==> config.mk <==
export PLATFORM = sky130hd
export DESIGN_NAME = sdram_row_tracker
export DESIGN_NICKNAME = d
export VERILOG_FILES = /design/src/rtl/sdram_row_tracker.sv
export SDC_FILE = /design/constraint.sdc
export NUM_CORES = 1
export LEC_CHECK = 0
export BUFFER_PORTS_ARGS = -buffer_cell sky130_fd_sc_hd__buf_2
export CORE_UTILIZATION = 45
export DETAILED_ROUTE_END_ITERATION = 10
export PLACE_DENSITY = 0.76
export RECOVER_POWER = 100
export SLEW_MARGIN = 10
export SYNTH_ARGS = -nofsm -noshare
export SYNTH_HDL_FRONTEND = slang
export SYNTH_SLANG_ARGS = --single-unit
==> constraint.sdc <==
create_clock -name clk -period 3.6 [get_ports clk]
set_input_delay 0.18 -clock clk [delete_from_list [all_inputs] [get_ports clk]]
set_output_delay 0.18 -clock clk [all_outputs]
set_load 0.02 [all_outputs]
==> src/rtl/sdram_row_tracker.sv <==
module sdram_row_tracker #(
  parameter int ADDR_W     = 24,
  parameter int COL_W      = 8,
  parameter int BANK_W     = 2,
  parameter int CNT_W      = 32,
  parameter int BURST_LEN  = 4,
  parameter int E_WORD     = 36,
  parameter int E_ACT      = 130,
  parameter int E_ACT_STAT = 70,
  parameter int T_RP       = 2,
  parameter int T_RCD      = 2,
  parameter int T_CL       = 2
) (
  input  logic              clk,
  input  logic              rst_n,
  input  logic              clr,
  input  logic              req_valid,
  output logic              req_ready,
  input  logic [ADDR_W-1:0] req_addr,
  input  logic              req_burst,
  output logic [CNT_W-1:0]  hit_cnt,
  output logic [CNT_W-1:0]  break_cnt,
  output logic [CNT_W-1:0]  word_cnt,
  output logic [CNT_W-1:0]  cycle_cnt,
  output logic [CNT_W-1:0]  e_data,
  output logic [CNT_W-1:0]  e_act,
  output logic [CNT_W-1:0]  e_total
);
  localparam int NBANK = 1 << BANK_W;
  localparam int ROW_W = ADDR_W - COL_W - BANK_W;
  localparam logic [CNT_W-1:0] MAXV = '1;

  logic [NBANK-1:0] open_q;
  logic [ROW_W-1:0] row_q [NBANK];

  function automatic logic [CNT_W-1:0] sat_add(input logic [CNT_W-1:0] a, input logic [CNT_W-1:0] b);
    logic [CNT_W:0] s;
    s = {1'b0, a} + {1'b0, b};
    return s[CNT_W] ? MAXV : s[CNT_W-1:0];
  endfunction

  wire [BANK_W-1:0] bank = req_addr[COL_W +: BANK_W];
  wire [ROW_W-1:0]  row  = req_addr[ADDR_W-1 -: ROW_W];
  wire unused_col = ^req_addr[COL_W-1:0];

  assign req_ready = ~clr;
  wire accept = req_valid & req_ready;
  wire is_hit = open_q[bank] && (row_q[bank] == row);

  wire [CNT_W-1:0] words   = req_burst ? CNT_W'(BURST_LEN) : CNT_W'(1);
  wire [CNT_W-1:0] dat_inc = req_burst ? CNT_W'(BURST_LEN * E_WORD) : CNT_W'(E_WORD);
  wire [CNT_W-1:0] cyc_inc = words + (is_hit ? CNT_W'(T_CL) : CNT_W'(T_RP + T_RCD + T_CL));
  wire [CNT_W-1:0] act_inc = CNT_W'(E_ACT + E_ACT_STAT);

  always_ff @(posedge clk or negedge rst_n) begin
    if (!rst_n) begin
      open_q    <= '0;
      hit_cnt   <= '0;
      break_cnt <= '0;
      word_cnt  <= '0;
      cycle_cnt <= '0;
      e_data    <= '0;
      e_act     <= '0;
    end else if (clr) begin
      open_q    <= '0;
      hit_cnt   <= '0;
      break_cnt <= '0;
      word_cnt  <= '0;
      cycle_cnt <= '0;
      e_data    <= '0;
      e_act     <= '0;
    end else if (accept) begin
      open_q[bank] <= 1'b1;
      word_cnt     <= sat_add(word_cnt, words);
      cycle_cnt    <= sat_add(cycle_cnt, cyc_inc);
      e_data       <= sat_add(e_data, dat_inc);
      if (is_hit) begin
        hit_cnt <= sat_add(hit_cnt, CNT_W'(1));
      end else begin
        break_cnt <= sat_add(break_cnt, CNT_W'(1));
        e_act     <= sat_add(e_act, act_inc);
      end
    end
  end

  always_ff @(posedge clk) begin
    if (accept) row_q[bank] <= row;
  end

  assign e_total = sat_add(e_data, e_act);

  assert_hit_keeps_act_R3: assert property (@(posedge clk) disable iff (!rst_n)
    (accept && is_hit) |=> ($stable(break_cnt) && $stable(e_act)));

  assert_break_counts_R4: assert property (@(posedge clk) disable iff (!rst_n)
    (accept && !is_hit && break_cnt != MAXV) |=> (break_cnt == $past(break_cnt) + 1'b1));

  assert_total_bound_R7: assert property (@(posedge clk) disable iff (!rst_n)
    (e_total >= e_data) && (e_total >= e_act));

  assert_word_sat_R8: assert property (@(posedge clk) disable iff (!rst_n)
    (word_cnt == MAXV && !clr) |=> (word_cnt == MAXV));

  assert_clear_zero_R9: assert property (@(posedge clk) disable iff (!rst_n)
    clr |=> (hit_cnt == '0 && break_cnt == '0 && word_cnt == '0 && e_data == '0 && e_act == '0));

  assert_idle_hold_R11: assert property (@(posedge clk) disable iff (!rst_n)
    (!accept && !clr) |=> ($stable(word_cnt) && $stable(cycle_cnt) && $stable(hit_cnt)));
endmodule

==> key figures <==
Synth
  – Synth Flop Type: dfrtp_1
  – Syn_area_per_cell: 9.279 µm²
  – Seq/Total Area, Yosys: 0.4422
  – Yosys cell types: 76
  – Post-synth EDFFs: 56
  – Flops & latches, synth: 249
  – Warnings, synthesis: 0
  – Synthesized area: 14,730 µm²
  – Fraction of registers with async set or reset after synthesis: 0.7751
  – Syn_nets: 1,666
  – Cell count after synthesis: 1,587

Worst setup path
  – Setup CP Type: flop to flop
  – R2r setup slk: -390 ps
  – RR Startpoint: row_q[3][3]
  – Crit end category: flop
  – CP max FO: 4
  – Critical Path RT: 4040 ps
  – Arrival time of the worst setup path: 4430 ps
  – RR Endpoint: cycle_cnt[21]
  – Worst reg2reg path depth: 16
  – Startpoint class of the critical path: flop

Global route
  – Global-route wire length before repair: 69,750 µm
  – Grt total ovfl: 0
  – GRT Overall Usage: 0.2559
  – Vias in the first global route: 13,220
  – Largest net degree at the start of global routing: 103
  – Antenna violations before repair: 0

Power and ir drop
  – Sw Ratio: 0.2478
  – Max VDD drop: 0.4602 mV
  – Flop pwr share: 0.460
  – Total Power: 6.453 mW
  – Net Sw Power: 1.599 mW
  – Leakage: 8.504 nW
  – PwrDens: 345.0 nW/µm²
  – P_int: 4.854 mW
  – Part of the power in the clock network: 0.445
  – Combinational group share of total power: 0.094

Clocking
  – Worst-Skew Late Latency: 530 ps
  – CTS tree: built
  – Clk sinks: 249
  – Clock slew at reported path FFs: 60 ps
  – Longest Clk Path Bufs: 3
  – H-tree depth: 1
  – Root Buffer: clkbuf_16
  – Cts bufs inserted: 28

Layout
  – Layout cell share with drive strength beyond 1: 0.2551
  – End-of-flow core utilization: 0.5868
  – # diodes: 0
  – Fin area: 18,710 µm²
  – Layout Nets: 1,971
  – Area Overhead vs Synth: 27.04%

Floorplan
  – CORE AREA: 31,880 µm²
  – Initial Util: 0.4619
  – Die ar.: 33,450 µm²
  – Io pins: 254
  – Die height: 182.9 µm
  – Row cnt: 65
  – Die X: 182.9 µm

Placement
  – GPL Wtd Cong: 0.9618
  – # port buffers: 245
  – Placed cell areas: 16,780 µm²
  – Final HPWL DP: 30,190 µm

Min path
  – Hold Startpoint: req_valid
  – Worst hold path type: input port to flop
  – Hold endpoint: word_cnt[29]
  – Hold depth: 3

Detailed routing
  – Avg WL per Cell: 19.05 µm
  – # DRC: 0
  – DR pass1 iterations: 6
  – Via count: 14,170
  – Vias per inst: 6.037
  – WL final: 44,730 µm
  – 1st-iter DRT viols: 1,261
  – ANT nets after route: 0

Timing
  – Period utilisation layout: 1.109
  – Worst-Margin Slew: 980.9 ps
  – Max_slew headroom: 0.3461
  – Setup violators final: 33
  – Hold Fails Final Rpt: 0
  – Fmax: 250.5 MHz
  – Max Clock Skew: 10.84 ps
  – Final hold slack: 182.6 ps
  – Minimum clock period: 3992 ps
  – Worst Setup Slack, final: -392.3 ps
  – RSZ-0062 raised after global routing: true
  – Slew Viols, Final: 0

Flow run
  – Max-cap violations: 0

Status
  – Failing checks: negative setup slack
  – Outcome: finished with violations
==> critical path: stages, from the launching register on <==
cell,delay [ps]
edfxtp_1,400
mux4_2,540
xnor2_2,150
nand4_1,180
nor4bb_4,380
nand2_2,140
fa_1,530
inv_2,50
fa_2,380
nor2b_4,120
o21a_1,160
buf_6,120
nand3_4,100
nor3_4,210
o21a_1,140
nor2_1,50
a311oi_2,230
==> state kept, by name (all words and copies together), names as in the netlist <==
| register | count |
|---|---|
| cycle_cnt | 32 |
| word_cnt | 32 |
| hit_cnt | 32 |
| open_q | 4 |
| row_q | 56 |
| break_cnt | 32 |
| e_act | 30 |
| e_data | 31 |
==> synthesized netlist by cell type (10+ instances only) <==
library cell / instances / area, µm²
edfxtp_1: 56 / 1682
clkbuf_1: 58 / 217.7
and3_1: 48 / 300.3
a31oi_1: 34 / 212.7
nand4_1: 38 / 237.7
nand2b_1: 10 / 62.56
nor3_1: 52 / 260.3
a21o_1: 20 / 150.1
a21oi_1: 113 / 565.5
o21a_1: 12 / 90.09
nand3_1: 79 / 395.4
nor4_1: 12 / 75.07
ha_1: 48 / 600.6
and2_1: 17 / 106.4
dfrtp_1: 193 / 4830
mux4_2: 13 / 292.8
xor2_1: 31 / 271.5
a211oi_1: 36 / 270.3
inv_1: 34 / 127.6
o21ai_0: 112 / 560.5
nand2_1: 167 / 626.9
and4_1: 15 / 131.4
a311oi_1: 34 / 297.8
xnor2_1: 35 / 306.5
mux2i_1: 27 / 270.3
buf_2: 12 / 60.06
nor2_1: 131 / 491.7
o31ai_1: 10 / 75.07
==> stage by stage <==
step,setup slack [ps],instances,TNS (ps)
floorplan,-90.75,1587,-439.9
global placement,-478.6,2255,-9888
detailed placement,-692.9,2255,-14940
CTS,-374.4,2339,-8979
global route,-574.1,2348,-15740
finish,-392.3,2348,-9282
==> timing repair <==
item	CTS	global route
cloned	2	1
setup buffers	17	9
hold buffers	16	0
endpoints found under the hold margin	158	0
resized for setup	59	103
endpoints found under the setup margin	64	64
pin swaps	25	23
==> cells in the final DEF, fill, tap and decap left out, types with 40 or more instances in the layout <==
master	n
o21ai_0	100
buf_2	197
and3_1	47
edfxtp_1	56
buf_4	85
nand2_1	150
dfrtp_1	188
ha_1	40
a21oi_1	101
nor3_1	47
nand3_1	75
nor2_1	128
==> layout make-up <==
cell class | instances | area [µm²]
fill | 2730 | 13170
multi-input combinational | 1218 | 8238
sequential | 249 | 6518
timing repair buffer | 360 | 2355
clock buffer | 32 | 737.0
tap | 435 | 544.3
clock inverter | 19 | 183.9
inverter | 35 | 131.4
==> power groups by stage <==
stage | registers (mW) | clock network [mW] | logic, mW
after global placement | 3.02 | 0 | 0.513
after detailed placement | 3.02 | 0 | 0.528
after CTS | 2.97 | 2.93 | 0.573
after global routing | 2.97 | 3.03 | 0.660
after floorplan | 3.04 | 0 | 0.287
final | 2.97 | 2.87 | 0.608
==> logic make-up (layout without fill, tap and decap cells) <==
| kind of cell | Yosys count | count (layout) | share of synthesized area |
|---|---|---|---|
| muxes | 41 | 41 | 0.03900 |
| DFF | 249 | 249 | 0.4422 |
| and+or+nand+nor | 615 | 615 | 0.2072 |
| buffers and inverters | 120 | 446 | 0.03424 |
| xor gates and xnor gates | 66 | 66 | 0.03926 |
| AOI/OAI and AO/OA | 446 | 446 | 0.1947 |
| adders and majority gates | 50 | 50 | 0.04350 |
==> metal layers <==
metal / global-route usage / vias up / wire (µm)
met2: 0.4316 / 607 / 21710
li1: - / 6553 / -
met3: 0.04468 / 96 / 3239
met5: 0 / - / 0
met4: 0.07300 / 0 / 1096
met1: 0.3380 / 6918 / 18680
==> worst max path at each step <==
stage                     start             to  slack, ps  cells after the start
floorplan           req_addr[8]  cycle_cnt[23]        -90                     18
global placement    req_addr[8]  cycle_cnt[23]       -480                     17
detailed placement  req_addr[8]  cycle_cnt[23]       -690                     17
CTS                 row_q[3][3]  cycle_cnt[23]       -370                     16
global route        row_q[0][4]  cycle_cnt[19]       -570                     16
finish              row_q[3][3]  cycle_cnt[21]       -390                     16
Note: power is estimated with default switching activity, not from simulation.
